[src/rtl/imp_cal_pkg.sv]
// Shared types and helpers for the impedance calibration sequencer.
// Assumes 5-bit drive codes and 8-bit result slots.
package imp_cal_pkg;

    typedef enum logic [1:0] {
        ST_IDLE = 2'd0,
        ST_PU   = 2'd1,
        ST_PD   = 2'd2,
        ST_FIN  = 2'd3
    } cal_state_t;

    localparam logic [7:0] MISS_VAL = 8'hFF;

    // Next code in the sweep: 15 jumps to 29, skipping 16..28.
    function automatic logic [4:0] imp_next_code(input logic [4:0] c);
        return (c == 5'd15) ? 5'd29 : c + 5'd1;
    endfunction

    // Terminated-mode scaling: values up to 3 are tripled.
    function automatic logic [7:0] imp_scale(input logic [7:0] v);
        return (v <= 8'd3) ? v * 8'd3 : v;
    endfunction

endpackage

[src/rtl/imp_cmp_sync.sv]
// Multi-flop synchronizer for the asynchronous comparator output.
// Assumes STAGES >= 2; resets to 0.
module imp_cmp_sync #(
    parameter int STAGES = 2
) (
    input  logic clk,
    input  logic rst_n,
    input  logic d_i,
    output logic q_o
);
    logic [STAGES-1:0] chain;

    // Shift the raw input through the flop chain.
    always_ff @(posedge clk) begin
        if (!rst_n) chain <= '0;
        else        chain <= {chain[STAGES-2:0], d_i};
    end

    assign q_o = chain[STAGES-1];
endmodule

[src/rtl/imp_settle_timer.sv]
// Down-counter that marks when a newly applied code has settled.
// A load restarts the interval; expired_o is high after SETTLE_CYC-1
// further cycles. Assumes SETTLE_CYC >= 3.
module imp_settle_timer #(
    parameter int SETTLE_CYC = 50
) (
    input  logic clk,
    input  logic rst_n,
    input  logic load_i,
    output logic expired_o
);
    localparam int CW = (SETTLE_CYC > 2) ? $clog2(SETTLE_CYC) : 1;
    localparam logic [CW-1:0] LOAD_VAL = CW'(SETTLE_CYC - 1);

    logic [CW-1:0] cnt;

    // Reload on request, otherwise count down to zero and hold.
    always_ff @(posedge clk) begin
        if (!rst_n)              cnt <= '0;
        else if (load_i)         cnt <= LOAD_VAL;
        else if (cnt != '0)      cnt <= cnt - 1'b1;
    end

    assign expired_o = (cnt == '0);
endmodule

[src/rtl/imp_result_map.sv]
// Maps the two sweep results onto the four result slots for the
// captured termination mode. Purely combinational.
module imp_result_map #(
    parameter logic [7:0] FIXED_PD = 8'd9,
    parameter logic [7:0] UNTERM_LAST = 8'd15
) (
    input  logic       term_i,
    input  logic [7:0] pu_res_i,
    input  logic [7:0] pd_res_i,
    output logic [7:0] slot_o [4]
);
    import imp_cal_pkg::*;

    // Choose slot contents by termination mode.
    always_comb begin
        if (term_i) begin
            slot_o[0] = imp_scale(pu_res_i);
            slot_o[1] = imp_scale(FIXED_PD);
            slot_o[2] = 8'd0;
            slot_o[3] = imp_scale(pd_res_i);
        end else begin
            slot_o[0] = pu_res_i;
            slot_o[1] = pd_res_i;
            slot_o[2] = 8'd0;
            slot_o[3] = UNTERM_LAST;
        end
    end
endmodule

[src/rtl/imp_cal_seq.sv]
// Two-stage driver impedance calibration sequencer (top).
// Sweeps the pull-up code until the comparator reads 1, then the
// pull-down code until it reads 0, and publishes four results with a
// one-cycle done pulse. Assumes SETTLE_CYC >= 3 so the synchronizer
// output reflects the current code at sampling time.
module imp_cal_seq #(
    parameter int         SETTLE_CYC = 50,
    parameter logic [5:0] VREF_PU    = 6'd14,
    parameter logic [5:0] VREF_PD    = 6'd26,
    parameter logic [5:0] VREF_TRK   = 6'd20,
    parameter logic [5:0] VREF_TERM  = 6'd40
) (
    input  logic       clk,
    input  logic       rst_n,
    input  logic       start_i,
    input  logic       term_en_i,
    input  logic       cmp_i,
    output logic [4:0] pu_code_o,
    output logic [4:0] pd_code_o,
    output logic [5:0] vref_sel_o,
    output logic [7:0] rslt0_o,
    output logic [7:0] rslt1_o,
    output logic [7:0] rslt2_o,
    output logic [7:0] rslt3_o,
    output logic       busy_o,
    output logic       done_o
);
    import imp_cal_pkg::*;

    localparam logic [4:0] LAST_CODE = 5'd31;

    cal_state_t state;
    logic       term_q;
    logic [4:0] pu_code, pd_code;
    logic [7:0] pu_res, pd_res;
    logic [7:0] rslt [4];
    logic [7:0] map_slot [4];
    logic       done_q;
    logic       cmp_s;
    logic       settled;
    logic       tmr_load;

    imp_cmp_sync #(.STAGES(2)) u_sync (
        .clk   (clk),
        .rst_n (rst_n),
        .d_i   (cmp_i),
        .q_o   (cmp_s)
    );

    imp_settle_timer #(.SETTLE_CYC(SETTLE_CYC)) u_timer (
        .clk       (clk),
        .rst_n     (rst_n),
        .load_i    (tmr_load),
        .expired_o (settled)
    );

    imp_result_map u_map (
        .term_i   (term_q),
        .pu_res_i (pu_res),
        .pd_res_i (pd_res),
        .slot_o   (map_slot)
    );

    // Restart the settle interval whenever a new code or stage begins.
    always_comb begin
        tmr_load = 1'b0;
        if (state == ST_IDLE && start_i)                    tmr_load = 1'b1;
        if ((state == ST_PU || state == ST_PD) && settled)  tmr_load = 1'b1;
    end

    // Calibration state machine: sweeps, result capture and publication.
    always_ff @(posedge clk) begin
        if (!rst_n) begin
            state   <= ST_IDLE;
            term_q  <= 1'b0;
            pu_code <= '0;
            pd_code <= '0;
            pu_res  <= '0;
            pd_res  <= '0;
            done_q  <= 1'b0;
            for (int i = 0; i < 4; i++) rslt[i] <= '0;
        end else begin
            done_q <= 1'b0;
            case (state)
                ST_IDLE: begin
                    if (start_i) begin
                        term_q  <= term_en_i;
                        pu_code <= '0;
                        pd_code <= '0;
                        state   <= ST_PU;
                    end
                end
                ST_PU: begin
                    if (settled) begin
                        if (cmp_s) begin
                            pu_res <= {3'b000, pu_code};
                            state  <= ST_PD;
                        end else if (pu_code == LAST_CODE) begin
                            pu_res <= MISS_VAL;
                            state  <= ST_PD;
                        end else begin
                            pu_code <= imp_next_code(pu_code);
                        end
                    end
                end
                ST_PD: begin
                    if (settled) begin
                        if (!cmp_s) begin
                            pd_res <= {3'b000, pd_code};
                            state  <= ST_FIN;
                        end else if (pd_code == LAST_CODE) begin
                            pd_res <= MISS_VAL;
                            state  <= ST_FIN;
                        end else begin
                            pd_code <= imp_next_code(pd_code);
                        end
                    end
                end
                default: begin
                    for (int i = 0; i < 4; i++) rslt[i] <= map_slot[i];
                    done_q <= 1'b1;
                    state  <= ST_IDLE;
                end
            endcase
        end
    end

    // Reference select by stage and captured termination mode.
    always_comb begin
        if (term_q)                 vref_sel_o = VREF_TERM;
        else if (state == ST_PU)    vref_sel_o = VREF_PU;
        else if (state == ST_IDLE)  vref_sel_o = VREF_TRK;
        else                        vref_sel_o = VREF_PD;
    end

    assign pu_code_o = pu_code;
    assign pd_code_o = pd_code;
    assign rslt0_o   = rslt[0];
    assign rslt1_o   = rslt[1];
    assign rslt2_o   = rslt[2];
    assign rslt3_o   = rslt[3];
    assign busy_o    = (state != ST_IDLE);
    assign done_o    = done_q;
endmodule

[config.mk]
export PLATFORM = sky130hd
export DESIGN_NAME = imp_cal_seq
export DESIGN_NICKNAME = d
export VERILOG_FILES = /design/src/rtl/imp_cal_pkg.sv /design/src/rtl/imp_cmp_sync.sv /design/src/rtl/imp_settle_timer.sv /design/src/rtl/imp_result_map.sv /design/src/rtl/imp_cal_seq.sv
export SDC_FILE = /design/constraint.sdc
export NUM_CORES = 1
export LEC_CHECK = 0
export ABC_AREA = 1
export ABC_CLOCK_PERIOD_IN_PS = 1550
export BUFFER_PORTS_ARGS = -buffer_cell sky130_fd_sc_hd__buf_2
export CORE_MARGIN = 4
export CORE_UTILIZATION = 30
export CTS_CLUSTER_DIAMETER = 30
export DETAILED_ROUTE_END_ITERATION = 7
export PLACE_DENSITY = 0.48
export SYNTH_ARGS = -nofsm -noshare
export SYNTH_HDL_FRONTEND = slang
export SYNTH_HIERARCHICAL = 1
export SYNTH_SLANG_ARGS = --single-unit
[constraint.sdc]
create_clock -name clk -period 1.55 [get_ports clk]
set_input_delay 0.3875 -clock clk [delete_from_list [all_inputs] [get_ports clk]]
set_output_delay 0.3875 -clock clk [all_outputs]
set_load 0.05 [all_outputs]
## Word-level counts from Yosys, hierarchy flattened

Memories as Yosys holds them, arrays and structs flattened.
Index checks and enable logic that the tools add are counted.

| operators by class | value |
|---|---|
| muxes and demuxes | 41 |
| order comparisons | 2 |
| bitwise logic cells | 5 |
| add/sub/neg operators | 3 |
| reduce and logical (&&, ||, !) cells | 19 |
| $mul | 2 |
| eq/ne operators | 16 |

Operators by type and width:

| cell | count |
|---|---|
| $mux W8 | 10 |
| $mux W5 | 10 |
| $mux W32 | 1 |
| $pmux W5 S2 | 2 |
| $mux W6 | 3 |
| $le A8 B2 Y1 const B | 2 |
| $mul A8 B2 Y8 const B | 2 |
| $reduce_and A5 Y1 | 3 |
| $mux W2 | 7 |
| $ne A2 B2 Y1 const B | 7 |
| $add A5 B1 Y5 const B | 2 |
| $eq A5 B4 Y1 const B | 2 |
| $eq A5 B5 Y1 const B | 2 |
| $reduce_bool A2 Y1 | 5 |
| $logic_not A6 Y1 | 1 |
| $mux W1 | 6 |
| $pmux W2 S3 | 1 |
| $reduce_and A3 Y1 | 2 |
| $reduce_bool A6 Y1 | 1 |
| $sub A6 B1 Y6 const B | 1 |
| $mux W4 | 1 |
| $or A1 B1 Y1 | 4 |
| $ne A3 B1 Y1 const B | 1 |
| $ne A3 B3 Y1 const B | 1 |
| 10 further kinds | 11 |

| word-level totals | value |
|---|---|
| bits in writable memories | 32 |
| memories kept | 1 |
| logic and storage cells | 99 |
| flip-flop bits (word level) | 38 |
| bits of input ports | 5 |

Memories:

| memory | depth | width | read ports | clocked after Yosys merged registers in | wr ports | line | text |
|---|---|---|---|---|---|---|---|
| rslt | 4 | 8 | 4 | 0 | 4 | imp_cal_seq.sv:36 | `logic [7:0] rslt [4];` |

## Longest topological paths before layout

| depth | value |
|---|---|
| depth after elaboration | 6 |
| depth in mapped cells | 12 |
| gate-level depth less buffers | 12 |

## By module

Netlist, hierarchy kept.

By module, submodules not included:

| module | seq. area each (sq um) | area an instance (sq um) | cells each | instances |
|---|---|---|---|---|
| imp_cal_seq | 1481.4 | 2538.7 | 289 | 1 |
| imp_result_map | 0.0 | 1069.8 | 192 | 1 |
| imp_settle_timer | 120.1 | 300.3 | 45 | 1 |
| imp_cmp_sync | 40.0 | 55.1 | 6 | 1 |

## Worst setup path before layout

Ideal clock, no wire load.

| path | value |
|---|---|
| path kind | reg-to-output |
| start point | register state[0] |
| end point | output port vref_sel_o[2] |
| buffers on the path | 0 |
| path slack | -574 ps |
| arrival time | 1737 ps |
| cell stages (with the launch flop) | 5 |
| cells stage by stage | dfxtp_1 > inv_1 > ha_1 > inv_1 > a21oi_1 |

| between the ends | value |
|---|---|
| cells in the longest elaborated chain, start to end | 4 |

RTL lines:

| element | line | text |
|---|---|---|
| start, declared | imp_cal_seq.sv:32 | `cal_state_t state;` |
| start signal, assigned | imp_cal_seq.sv:74 | `state <= ST_IDLE;` |
| start signal, assigned | imp_cal_seq.sv:90 | `state <= ST_PU;` |
| start signal, assigned | imp_cal_seq.sv:97 | `state <= ST_PD;` |
| $logic_not A2 Y1 | imp_cal_seq.sv:132 | `else if (state == ST_IDLE) vref_sel_o = VREF_TRK;` |
| $mux W4 | imp_cal_seq.sv:132 |  |
| $mux W5 * | imp_cal_seq.sv:131 | `else if (state == ST_PU) vref_sel_o = VREF_PU;` |
| $mux W6 * | imp_cal_seq.sv:130 | `if (term_q) vref_sel_o = VREF_TERM;` |
| end, declared | imp_cal_seq.sv:20 | `output logic [5:0] vref_sel_o,` |

Every way passes the cells marked *; elsewhere a longest branch is shown, timed or not.

## Final worst setup path

| path | value |
|---|---|
| start point | register state[0] |
| end point | output port vref_sel_o[3] |

The elaborated chain is that of the path after synthesis.

==> impl_results.md <==
- Status: finished, violations left
- Violated checks: setup timing
- Share of post-route cells with drive strength above 1: 0.4605
- Met2 global-route usage: 0.2036
- Critical path startpoint category: flip-flop
- GRT Overall Usage: 0.1271
- Launching point of the worst reg2reg path: pd_res[6]
- Worst min path class: in2reg
- Critical path endpoint category: primary output
- Cell taking the most area after synthesis: edfxtp_1
- Worst stage delay on the critical path: 350 ps
- Cell with the biggest individual delay on the critical path: dfxtp_4
- P_int: 5001 uW
- Worst slack at placement: -172.6 ps
- Total of max-cap violations: 0
- Ordered list of cells on the worst path: inv_4, ha_4, clkinvlp_4, or2_4, buf_8
- Clock net sink count: 66
- Max Fanout on Critical Path: 3
- Timing-limited maximum frequency: around 560 MHz
- Floorplan Core Area: around 13000 um^2
- Root buffer cell: clkbuf_16
- Leading cell types by total area after synthesis: edfxtp_1, dfxtp_1, ha_1
- Post-detail-place hpwl: approximately 6.8 mm
- Number of cells traversed by the worst register-to-register path: 11
- Period Utilization, post-route: 1.151
- Vias per inst: 4.357
- Clock slew at the register clock pins of the worst setup and hold paths: approximately 60 ps
- Critical path class: reg2out
- Global-route met3 utilization: 0.03156
- Number of global-route vias before repair: around 3300
- Slew at the pin with the worst max-slew slack: ~580 ps
- Slew HR: 0.6157
- Buffer depth of the longest clock path: 2
- Final Critical Period: about 1800 ps
- Final Hold Fails: 0
- Antenna violations before repair: 0
- Port Buf Inserts: between 50 and 60
- Global-route met1 utilization: 0.1681
- Register-to-register path setup slack: -50 ps
- Sequential Power Share: 0.275
- Post-Synthesis Cells: around 530
- Final routed DRC violation total: 0
- Clock network fraction of design power: 0.234
- Count of pins over their slew limit: 0
- Area added between synthesis and finish: 53.57%
- Insertion delay of the later-clocked pin in the worst-skew pair: 330 ps
- TritonCTS clock tree: done
- Mapped cell area: between 3000 and 4000 um^2
- Number of nets in the final layout: roughly 700
- Final-layout worst hold slack: 235.3 ps
- Number of top-level design ports: 55
- Switching power as a share of total power: 0.3983
- Min-Delay Startpoint: cmp_i
- Final instance area: roughly 6100 um^2
- Crit Reg-Reg Endpoint: rslt[3][6]
- Area share of the largest cell type after synthesis: 0.2424
- Final GP Congestion: around 0.87
- Post-route setup slack: -234.5 ps
- Number of H-tree levels: 3
- Number of DRC violations after detailed-routing iteration 0: 148
- Average cell area after synthesis: 7.451 um^2
- Number of antenna repair diodes: 0
- Vias after detailed routing: around 3700
- Wire length per cell: ~12 um
- Maximum number of pins on one net before global-route repair: 34
- Wire length of the first global-routing pass: between 15 and 20 mm
- Area enclosed by the die boundary: roughly 15000 um^2
- Critical Path AT: between 1000 and 1500 ps
- Required time of the critical path: 1160 ps
- Maximum VDD drop: ~1.5 mV
- Number of buffer and inverter instances along the worst setup path: 3
- Most frequent standard cell in the layout excluding fill and tap cells: inv_1
- RSZ-0062 raised after global routing: yes
- TritonCTS Buffers: 9
- Most crowded layer after global routing: met2
- Setup violation total in the final timing report: 8
- Worst path top cell family by delay: flip-flops
- Final wirelength: 10.05 mm
- Library cells used by synthesis: 31
- Length of the first detailed-routing pass in iterations: 4
- Commonest non-fill, non-tap cells in the layout: inv_1, nand2_1, buf_4, nor2_1, buf_2
- Die Width: between 100 and 150 um
- Effective utilization at floorplan: 0.3103
- Leakage power: 0.002812 uW
- Floorplan die height: around 120 um
- Synthesis warning total: 6
- Final clock skew: slightly below 9 ps
- Standard-cell row count: 41
- Post-route antenna net violation count: 0
- Remaining global-route overflow: 0
- WHS Path Cells: 3
- Net switching component of the power: between 3000 and 4000 uW
- Pwr Density: 1365 nW/um^2
- Flops & latches, synth: 66
- Portion of the post-synthesis area used by sequential elements: 0.4141
- Cell area after placement: 4969 um^2
- End point of the worst hold path: u_sync/chain[0]
- Logic gate share of total power: 0.491
==> final cells by class <==
type / instances / area, um^2
clock inverter: 4 / 43.79
fill: 1272 / 6686
timing repair buffer: 131 / 942.2
clock buffer: 12 / 236.5
sequential: 66 / 1705
multi-input combinational: 347 / 2491
inverter: 111 / 452.9
tap: 172 / 215.2
==> metal layers <==
layer	part of all wire	vias to the layer above	wire, um
met1	0.47	1673	4711
met3	0.043	10	431
met5	0	-	0
li1	-	1927	-
met2	0.48	63	4788
met4	0.011	0	114
==> what timing repair did <==
| item | CTS | global route |
|---|---|---|
| pin swaps | 7 | 58 |
| endpoints found under the setup margin | 32 | 79 |
| setup buffers | 6 | 9 |
| gates resized for setup | 75 | 148 |
| hold buffers | 0 | 0 |
| hold endpoints to repair | 0 | 0 |
| gates cloned | 0 | 3 |
==> cell usage after synthesis (all sizes together) <==
library cell	count
clkinv	1
edfxtp	32
dfxtp	34
a21oi	36
a21o	1
nand2	109
o211ai	1
buf	13
ha	34
clkbuf	5
or2	3
nor3	1
xnor2	4
nand3	28
and2	1
nand2b	1
o21ai	27
nand4	9
nor2	79
conb	2
a21boi	1
inv	110
==> how the worst max path moves through the flow <==
stage                     cells after the start       from            end  slack (ps)
after global placement                       12  pd_res[3]     rslt[3][6]        -150
after CTS                                     5   state[0]  vref_sel_o[3]        -250
final                                         5   state[0]  vref_sel_o[3]        -230
after floorplan                               4   state[1]  vref_sel_o[2]        -100
after global routing                          5   state[0]  vref_sel_o[3]        -300
after detailed placement                     12  pd_res[2]     rslt[3][6]        -170
==> registers in the layout, indices dropped and copies added, names as in the netlist <==
| signal | cells |
|---|---|
| term_q | 1 |
| u_sync/chain | 2 |
| pd_res | 6 |
| rslt | 32 |
| pu_res | 6 |
| u_timer/cnt | 6 |
| pu_code_o | 5 |
| pd_code_o | 5 |
| state | 2 |
| done_o | 1 |
==> worst min-delay path, stage by stage <==
cell	delay, ps
buf_2	80
nand2_1	40
inv_1	40
==> power groups by stage <==
stage          Clock, uW  Sequential, uW  Combinational [uW]
5_1_grt             2070            2310                4440
2_1_floorplan          0            2730                1720
3_5_place_dp           0            2280                3160
3_3_place_gp           0            2280                3130
4_1_cts             1990            2270                3550
6_report            1940            2280                4080
==> cell families after synthesis <==
logic type      share of synthesized area
compound gates                    0.08713
xor+xnor                         0.008837
fa+ha+maj                          0.1073
buf+inv                            0.1376
flops                              0.4141
other cells                      0.001895
simple gates                       0.2431
==> through the flow <==
step                      instances  setup TNS [ps]  power, uW  utilization
after detailed placement        811           -1143       5440       0.3890
after global placement          811          -896.3       5405       0.3890
after global routing            843           -2594       8826       0.4765
after CTS                       833           -1033       7814       0.4352
after floorplan                 539          -879.5       4450            -
final                           843           -1020       8312       0.4765
Note: power is estimated with default switching activity, not from simulation.
